==> src/rtl/tcs_pkg.sv <==
package tcs_pkg;

    localparam int CNT_W   = 16;
    localparam int PS_W    = 5;
    localparam int CODE_W  = 3;
    localparam int ADDR_W  = 2;
    localparam int N_CH    = 2;

    localparam logic [ADDR_W-1:0] A_PRESC = 2'd0;
    localparam logic [ADDR_W-1:0] A_SEL   = 2'd1;
    localparam logic [ADDR_W-1:0] A_CNT1  = 2'd2;
    localparam logic [ADDR_W-1:0] A_CNT2  = 2'd3;

    localparam logic [CODE_W-1:0] C_STOP  = 3'b000;
    localparam logic [CODE_W-1:0] C_PRESC = 3'b001;
    localparam logic [CODE_W-1:0] C_EVENT = 3'b010;
    localparam logic [CODE_W-1:0] C_PULSE = 3'b011;
    localparam logic [CODE_W-1:0] C_SLOW  = 3'b100;

    typedef enum logic [2:0] {
        SRC_OFF,
        SRC_PRESC,
        SRC_EVENT,
        SRC_PULSE,
        SRC_SLOW
    } src_mode_e;

    function automatic src_mode_e decode_src(input logic [CODE_W-1:0] code);
        src_mode_e m;
        unique case (code)
            C_PRESC: m = SRC_PRESC;
            C_EVENT: m = SRC_EVENT;
            C_PULSE: m = SRC_PULSE;
            C_SLOW:  m = SRC_SLOW;
            default: m = SRC_OFF;
        endcase
        return m;
    endfunction

endpackage

==> src/rtl/tcs_prescaler.sv <==
module tcs_prescaler #(
    parameter int PS_W = 5
) (
    input  logic            clk,
    input  logic            rst_n,
    input  logic            load,
    input  logic [PS_W-1:0] load_val,
    output logic            tick
);

    logic [PS_W-1:0] div_q;
    logic [PS_W-1:0] down_q;

    // Programmed divisor minus one; cleared by reset.
    always_ff @(posedge clk or negedge rst_n) begin
        if (!rst_n) begin
            div_q <= '0;
        end else if (load) begin
            div_q <= load_val;
        end
    end

    // Down-counter: reloads on write or on reaching zero.
    always_ff @(posedge clk or negedge rst_n) begin
        if (!rst_n) begin
            down_q <= '0;
        end else if (load) begin
            down_q <= load_val;
        end else if (down_q == '0) begin
            down_q <= div_q;
        end else begin
            down_q <= down_q - 1'b1;
        end
    end

    assign tick = (down_q == '0);


    presc_reload_chk: assert property (@(posedge clk) disable iff (!rst_n)
        (tick && !load) |=> (down_q == $past(div_q)));


    presc_gap_chk: assert property (@(posedge clk) disable iff (!rst_n)
        (tick && !load && div_q != '0) |=> !tick);

endmodule

==> src/rtl/tcs_sync_edge.sv <==
module tcs_sync_edge #(
    parameter int STAGES = 2
) (
    input  logic clk,
    input  logic rst_n,
    input  logic async_in,
    output logic level,
    output logic rise
);

    logic [STAGES-1:0] chain_q;
    logic              prev_q;

    always_ff @(posedge clk or negedge rst_n) begin
        if (!rst_n) begin
            chain_q <= '0;
            prev_q  <= 1'b0;
        end else begin
            chain_q <= {chain_q[STAGES-2:0], async_in};
            prev_q  <= chain_q[STAGES-1];
        end
    end

    assign level = chain_q[STAGES-1];
    assign rise  = level & ~prev_q;


    edge_single_chk: assert property (@(posedge clk) disable iff (!rst_n)
        rise |=> !rise);

endmodule

==> src/rtl/tcs_channel.sv <==
module tcs_channel
    import tcs_pkg::*;
#(
    parameter int CW = 16
) (
    input  logic              clk,
    input  logic              rst_n,
    input  logic              sel_wr,
    input  logic [CODE_W-1:0] sel_code,
    input  logic              tick,
    input  logic              ev_level,
    input  logic              ev_rise,
    input  logic              slow_rise,
    input  logic              cnt_wr,
    input  logic [CW-1:0]     cnt_wdata,
    output logic              cnt_en,
    output logic [CW-1:0]     cnt_q
);

    src_mode_e mode_q;
    src_mode_e mode_d;

    // Next-state logic: a select write jumps to the decoded source.
    always_comb begin
        mode_d = mode_q;
        if (sel_wr) begin
            mode_d = decode_src(sel_code);
        end
    end

    // State register.
    always_ff @(posedge clk or negedge rst_n) begin
        if (!rst_n) begin
            mode_q <= SRC_OFF;
        end else begin
            mode_q <= mode_d;
        end
    end

    // Output process: one strobe per qualifying event.
    always_comb begin
        unique case (mode_q)
            SRC_OFF:   cnt_en = 1'b0;
            SRC_PRESC: cnt_en = tick;
            SRC_EVENT: cnt_en = ev_rise;
            SRC_PULSE: cnt_en = tick & ev_level;
            SRC_SLOW:  cnt_en = slow_rise;
            default:   cnt_en = 1'b0;
        endcase
    end

    // Count register: no reset; software load has priority.
    always_ff @(posedge clk) begin
        if (cnt_wr) begin
            cnt_q <= cnt_wdata;
        end else if (cnt_en) begin
            cnt_q <= cnt_q + 1'b1;
        end
    end


    count_step_chk: assert property (@(posedge clk) disable iff (!rst_n)
        (cnt_en && !cnt_wr && !$isunknown(cnt_q)) |=> (cnt_q == $past(cnt_q) + 1'b1));


    load_wins_chk: assert property (@(posedge clk) disable iff (!rst_n)
        cnt_wr |=> (cnt_q == $past(cnt_wdata)));


    reserved_off_chk: assert property (@(posedge clk) disable iff (!rst_n)
        (sel_wr && (sel_code == C_STOP || sel_code > C_SLOW)) |=> !cnt_en);


    hold_when_off_chk: assert property (@(posedge clk) disable iff (!rst_n)
        (mode_q == SRC_OFF && !cnt_wr && !$isunknown(cnt_q)) |=> $stable(cnt_q));

endmodule

==> src/rtl/dual_timer_clksrc.sv <==
module dual_timer_clksrc
    import tcs_pkg::*;
#(
    parameter int SYNC_STAGES = 2
) (
    input  logic              clk,
    input  logic              rst_n,
    input  logic              wr_en,
    input  logic [ADDR_W-1:0] wr_addr,
    input  logic [CNT_W-1:0]  wr_data,
    input  logic              tb_in,
    input  logic              slow_in,
    output logic              cnt1_en,
    output logic              cnt2_en,
    output logic [CNT_W-1:0]  cnt1_val,
    output logic [CNT_W-1:0]  cnt2_val
);

    logic              presc_load;
    logic              sel_wr;
    logic              tick;
    logic              tb_level;
    logic              tb_rise;
    logic              slow_level;
    logic              slow_rise;
    logic [N_CH-1:0]   ch_en;
    logic [N_CH-1:0]   ch_wr;
    logic [CNT_W-1:0]  ch_cnt [N_CH];

    assign presc_load = wr_en && (wr_addr == A_PRESC);
    assign sel_wr     = wr_en && (wr_addr == A_SEL);
    assign ch_wr[0]   = wr_en && (wr_addr == A_CNT1);
    assign ch_wr[1]   = wr_en && (wr_addr == A_CNT2);

    tcs_prescaler #(.PS_W(PS_W)) u_presc (
        .clk      (clk),
        .rst_n    (rst_n),
        .load     (presc_load),
        .load_val (wr_data[PS_W-1:0]),
        .tick     (tick)
    );

    tcs_sync_edge #(.STAGES(SYNC_STAGES)) u_tb_sync (
        .clk      (clk),
        .rst_n    (rst_n),
        .async_in (tb_in),
        .level    (tb_level),
        .rise     (tb_rise)
    );

    tcs_sync_edge #(.STAGES(SYNC_STAGES)) u_slow_sync (
        .clk      (clk),
        .rst_n    (rst_n),
        .async_in (slow_in),
        .level    (slow_level),
        .rise     (slow_rise)
    );

    for (genvar i = 0; i < N_CH; i++) begin : g_ch
        tcs_channel #(.CW(CNT_W)) u_ch (
            .clk       (clk),
            .rst_n     (rst_n),
            .sel_wr    (sel_wr),
            .sel_code  (wr_data[i*CODE_W +: CODE_W]),
            .tick      (tick),
            .ev_level  (tb_level),
            .ev_rise   (tb_rise),
            .slow_rise (slow_rise),
            .cnt_wr    (ch_wr[i]),
            .cnt_wdata (wr_data),
            .cnt_en    (ch_en[i]),
            .cnt_q     (ch_cnt[i])
        );
    end

    assign cnt1_en  = ch_en[0];
    assign cnt2_en  = ch_en[1];
    assign cnt1_val = ch_cnt[0];
    assign cnt2_val = ch_cnt[1];


    slow_level_chk: assert property (@(posedge clk) disable iff (!rst_n)
        slow_rise |-> slow_level);


    reset_idle_chk: assert property (@(posedge clk) disable iff (!rst_n)
        $rose(rst_n) |-> !(cnt1_en || cnt2_en));

endmodule

==> config.mk <==
export PLATFORM = sky130hd
export DESIGN_NAME = dual_timer_clksrc
export DESIGN_NICKNAME = d
export VERILOG_FILES = /design/src/rtl/tcs_pkg.sv /design/src/rtl/tcs_prescaler.sv /design/src/rtl/tcs_sync_edge.sv /design/src/rtl/tcs_channel.sv /design/src/rtl/dual_timer_clksrc.sv
export SDC_FILE = /design/constraint.sdc
export NUM_CORES = 1
export LEC_CHECK = 0
export ABC_AREA = 0
export BUFFER_PORTS_ARGS = -buffer_cell sky130_fd_sc_hd__clkbuf_2
export CAP_MARGIN = 20
export CORE_ASPECT_RATIO = 1.4
export CORE_UTILIZATION = 41
export CTS_BUF_LIST = sky130_fd_sc_hd__clkbuf_4 sky130_fd_sc_hd__clkbuf_8
export DETAILED_ROUTE_END_ITERATION = 6
export PLACE_DENSITY = 0.69
export SETUP_SLACK_MARGIN = 0.02
export SYNTH_ARGS = -nofsm -noshare
export SYNTH_HDL_FRONTEND = slang
export SYNTH_SLANG_ARGS = --single-unit
==> constraint.sdc <==
create_clock -name clk -period 3.39 [get_ports clk]
set_input_delay 0.5085 -clock clk [delete_from_list [all_inputs] [get_ports clk]]
set_output_delay 0.5085 -clock clk [all_outputs]
set_load 0.005 [all_outputs]
## Yosys cells after proc, flatten, opt, wreduce, memory -nomap -nowiden

Cells that the tools add are included.

- Bitwise gates (word level): 5
- Multiplexer cells: 10
- Equal/unequal tests: 19
- Reduce and logical (&&, ||, !) cells: 8
- $add $sub $neg: 3

Operator list:

| kind | number |
|---|---|
| $mux W16 | 4 |
| $add A16 B1 Y16 const B | 2 |
| $eq A3 B2 Y1 const B | 8 |
| $pmux W3 S4 | 2 |
| $eq A3 B1 Y1 const B | 4 |
| $eq A3 B3 Y1 const B | 4 |
| $mux W5 | 2 |
| $pmux W1 S4 | 2 |
| $logic_not A5 Y1 | 1 |
| $sub A5 B1 Y5 const B | 1 |
| $eq A2 B2 Y1 const B | 2 |
| $logic_and A1 B1 Y1 | 4 |
| $reduce_bool A2 Y1 | 2 |
| $and A1 B1 Y1 | 3 |
| $eq A2 B1 Y1 const B | 1 |
| $logic_not A2 Y1 | 1 |
| $not A1 Y1 | 2 |

- Bits of input ports: 23
- Register bits after elaboration: 54
- Output and inout port bits: 34

## Longest topological paths before layout

- Depth in word-level cells: 5
- Depth in mapped cells: 6
- Gate-level depth less buffers: 6

## Modules after synthesis

From an unflattened synthesis, not the netlist that was laid out.

- Cell total of the unflattened synthesis: 278
- Area total of the unflattened synthesis: 2,867.8 um^2

Modules (own cells, without submodules):

| module | seq. area each (um^2) | area each (um^2) | cells each | instances |
|---|---|---|---|---|
| tcs_channel | 555.5 | 1,083.5 | 110 | 2 |
| tcs_prescaler | 250.2 | 485.5 | 46 | 1 |
| tcs_sync_edge | 75.1 | 88.8 | 4 | 2 |
| dual_timer_clksrc | 0.0 | 37.5 | 4 | 1 |

## Least setup slack after synthesis

No wires, ideal clock.

- Kind: register -> register
- Start: register u_presc.down_q[0]
- End: register g_ch[0].u_ch.cnt_q[0], enable pin
- Period minus slack after synthesis: 2.194 ns
- Stages on the path, launching flop included: 6
- Slack: 1.196 ns
- Arrival time: 1.819 ns
- Cells stage by stage: dfrtp_1 > inv_1 > ha_1 > nor4b_2 > a31o_2 > nand2b_1

- Word-level cells in the longest chain between the ends: 4

RTL lines:

| element | line | RTL |
|---|---|---|
| from (decl) | tcs_prescaler.sv:12 | `logic [PS_W-1:0] down_q;` |
| from (signal assigned) | tcs_prescaler.sv:28 | `down_q <= load_val;` |
| from (signal assigned) | tcs_prescaler.sv:30 | `down_q <= div_q;` |
| from (signal assigned) | tcs_prescaler.sv:32 | `down_q <= down_q - 1'b1;` |
| $logic_not A5 Y1 (*) | tcs_prescaler.sv:36 | `assign tick = (down_q == '0);` |
| $and A1 B1 Y1 | tcs_channel.sv:46 | `SRC_PULSE: cnt_en = tick & ev_level;` |
| $pmux W1 S4 (*) | tcs_channel.sv:42 | `unique case (mode_q)` |
| net cnt1_en | dual_timer_clksrc.sv:13 | `output logic cnt1_en,` |
| $reduce_bool A2 Y1 (no line) (*) | -- |  |
| to (signal assigned) | tcs_channel.sv:55 | `cnt_q <= cnt_wdata;` |
| to (signal assigned) | tcs_channel.sv:57 | `cnt_q <= cnt_q + 1'b1;` |
| to (decl) | tcs_channel.sv:17 | `output logic [CW-1:0] cnt_q` |

The timed path passes the listed nets; every way through them passes the cells marked *.
A chain may end at the register's enable or synchronous reset.

## Worst setup path after layout

- Start: register g_ch[1].u_ch.mode_q[2]
- End: output cnt2_en

- Word-level cells in the longest chain between the ends: 2
- Elaborated cells between the ends (all ways): 5
- Classes of those cells: 4 x eq/ne; 1 x mux

RTL lines:

| element | line | RTL |
|---|---|---|
| from (decl) | tcs_channel.sv:20 | `src_mode_e mode_q;` |
| from (signal assigned) | tcs_channel.sv:36 | `mode_q <= mode_d;` |
| $eq A3 B3 Y1, or another cell as far along | tcs_channel.sv:42 |  |
| $pmux W1 S4 (*) | tcs_channel.sv:42 |  |
| to (decl) | dual_timer_clksrc.sv:14 | `output logic cnt2_en,` |

Mark *: on every way between the ends. The rest lies on a longest branch, timed or not.

==> flow_summary.toml <==
[critical_path]
path_max_fanout = 4
reg2reg_from = "g_ch[0].u_ch.mode_q[1]$_DFFE_PN0P_"
crit_path_end_kind = "output pin"
arrival_ps = 1810
crit_type = "flip-flop to output pin"
reg2reg_to = "g_ch[0].u_ch.cnt_q[2]$_DFFE_PP_"
reg2reg_depth = 4
startpoint_type = "flip-flop"
critical_path_required_ps = 2880
rrSetupSlack_ps = 1220

[status]
status = "finished clean"

[clocking]
clock_tree.root_cell = "clkbuf_8"
post_cts_resized = 0
clock_latency_ps = 300
post-cts-setup-buffer-count = 0
ctsHoldBuffers = 0
clockBufferDepth = 2
path_clk_slew_ps = 90
clock_sinks = 54
cts_buffers = 5
cts.htree.levels = 2
tritoncts = "done"

[drt]
wl_per_cell_um = 14.54
vias_per_cell = 5.267
wl_um = 6163
ant_nets = 0
drtPass1Iterations = 4
drtIter0Drc = 75
drc_errors = 0
vias = 2233

[global_routing]
grt_pass1_wl_um = 10220
grt_pass1_vias = 2170
grt_overflow = 0
track_usage_pct = 18.31
antenna_found_initial = 0
grt_max_degree = 33

[place]
globalplace.congestion = 0.8618
placed_cell_area_sq_um = 3191
dp_hpwl_um = 4572
io_buffer_count = 56

[sta]
fin_crit_sh_pct = 68.39
drv_slew = 0
setup_tns_ps = 0
relSlewSlack_pct = 50.19
finalHoldViolations = 0
skew_ps = 5.449
rsz0062_at_grt = "no"
setup_viol = 0
max_freq_ghz = 0.4314
max_slew.worst_pin.slew_ps = 747.1
timing.final.crit_period_ps = 2318

[worst_hold_path]
min-delay-path-class = "primary input to asynchronous set/reset pin"

[logic_synthesis]
synth_compound_area_share_pct = 11.41
synth-xor-area-share_pct = 8.422
synthSimpleGateAreaFrac_pct = 20.94
ys_ff_latch = 54
seq_area_frac_synth_pct = 53.83
syn_nets = 302
synth_cells = 276
synth_top_family_by_area = "simple AND/OR/NAND/NOR gates"
muxShareOfSynthArea_pct = 1.203
synth_adder_area_share_pct = 1.337
syn_avg_cell_area_sq_um = 10.17
synthDistinctLibCells = 38
synth_warnings = 0
syn_area_sq_um = 2808

[power]
finalPower_uw = 1671
irDropWorstVdd_mv = 0.3317
power.leakage_uw = 0.001314
p_per_area_nw_per_um2 = 505.8

[flow_run]
cap_violations = 0

[finish]
layout_common_cells = "56 x clkbuf_2, 37 x nand2_1, 32 x edfxtp_1, 26 x o21ai_0"
final_common_cell = "clkbuf_2"
drive_above_1_share_pct = 23.19
syn_to_final_growth_pct = 17.65
diodes = 0
final_area_sq_um = 3303
nets = 358

[floorplan]
rows = 35
fp.dieH_um = 99.92
initial_utilization_pct = 42.46
dieArea_sq_um = 7188
chipWidth_um = 71.94
io_pins = 57
fp.coreArea_sq_um = 6613
layout make-up:
cell class	instances	area, sq um
flip-flops and latches	54	1511
fillers	631	3309
well taps	92	115.1
multi-input cells	201	1216
repair buffers	60	310.3
clock inverters	1	30.03
inverters	10	37.54
clock buffers	6	82.58
critical path, cell delays in order, from the launching register on:
cell and delay, ps:
dfrtp_1 410, or4b_2 670, a21oi_1 190, a31o_2 140, clkbuf_2 110
power breakdown:
part	switching (uW)	leakage (uW)	internal (uW)
Combinational	175	0.000690	161
Clock	200	0.0000573	236
Sequential	90.5	0.000567	808
Total	466	0.00131	1200
Yosys cell counts (all sizes together):
library cell	instances	area share, %
or4bb	3	1.2
edfxtp	32	34
xor2	18	5.6
nand2	37	4.9
nor4b	1	0.53
or4b	1	0.36
a31oi	3	0.67
nand4	9	2.2
a211o	1	0.31
nand2b	1	0.22
o21ai	26	4.6
or3	2	0.45
or4	1	0.27
dfrtp	22	20
a311o	1	0.36
nor2	20	2.7
or2	1	0.22
and2	1	0.22
nor3b	1	0.27
a21oi	22	3.9
ha	3	1.3
or3b	1	0.31
and3	5	1.1
a31o	2	0.62
nand3	13	2.8
o41ai	2	0.62
nor4	3	0.67
inv	10	1.3
nand3b	2	0.53
buf	1	0.18
xnor2	9	2.8
mux2	3	1.2
nor3	4	0.71
o31ai	1	0.27
and4	4	1.2
clkbuf	10	1.3
metrics by stage:
stage | util [%] | hold WS (ps) | instances | worst slack, ps
6_report | 49.95 | 170.2 | 424 | 1072
5_1_grt | 49.95 | 213.5 | 424 | 956.8
4_1_cts | 49.95 | 182.2 | 424 | 1062
3_5_place_dp | 48.25 | 336.5 | 417 | 1191
3_3_place_gp | 48.25 | 332.2 | 417 | 1300
2_1_floorplan | - | 212.9 | 276 | 1196
cells by family (layout without fill, tap and decap cells):
family / count (synthesis) / after routing
and+or+nand+nor: 110 / 110
AOI/OAI and AO/OA: 58 / 58
DFF: 54 / 54
xor gates and xnor gates: 27 / 27
buffers and inverters: 21 / 77
adders and majority gates: 3 / 3
muxes: 3 / 3
sequential cells by signal, indices dropped and copies added, names as in the netlist:
name	cells
u_tb_sync.prev_q	1
g_ch.u_ch.cnt_q	32
u_presc.down_q	5
u_presc.div_q	5
u_slow_sync.chain_q	2
u_tb_sync.chain_q	2
u_slow_sync.prev_q	1
g_ch.u_ch.mode_q	6
routing by layer:
layer / vias up / global-route usage [%] / part of all wire (%)
li1: 1106 / - / -
met4: 0 / 6.787 / 2.4
met2: 59 / 32.22 / 52
met5: - / 0 / 0
met3: 14 / 3.012 / 3.7
met1: 1054 / 22.38 / 42
how the worst max path moves through the flow:
stage / startpoint / endpoint / slack, ps / depth (start not counted)
finish: g_ch[1].u_ch.mode_q[2]$_DFFE_PN0P_ / cnt2_en / 1070 / 4
global route: g_ch[1].u_ch.mode_q[2]$_DFFE_PN0P_ / cnt2_en / 960 / 4
CTS: g_ch[1].u_ch.mode_q[2]$_DFFE_PN0P_ / cnt2_en / 1060 / 4
detailed placement: u_presc.down_q[0]$_DFF_PN0_ / g_ch[0].u_ch.cnt_q[15]$_DFFE_PP_ / 1190 / 5
global placement: u_presc.down_q[0]$_DFF_PN0_ / g_ch[0].u_ch.cnt_q[15]$_DFFE_PP_ / 1300 / 5
floorplan: u_presc.down_q[0]$_DFF_PN0_ / g_ch[0].u_ch.cnt_q[0]$_DFFE_PP_ / 1200 / 5
No activity file was read; power rests on OpenSTA's default activity.
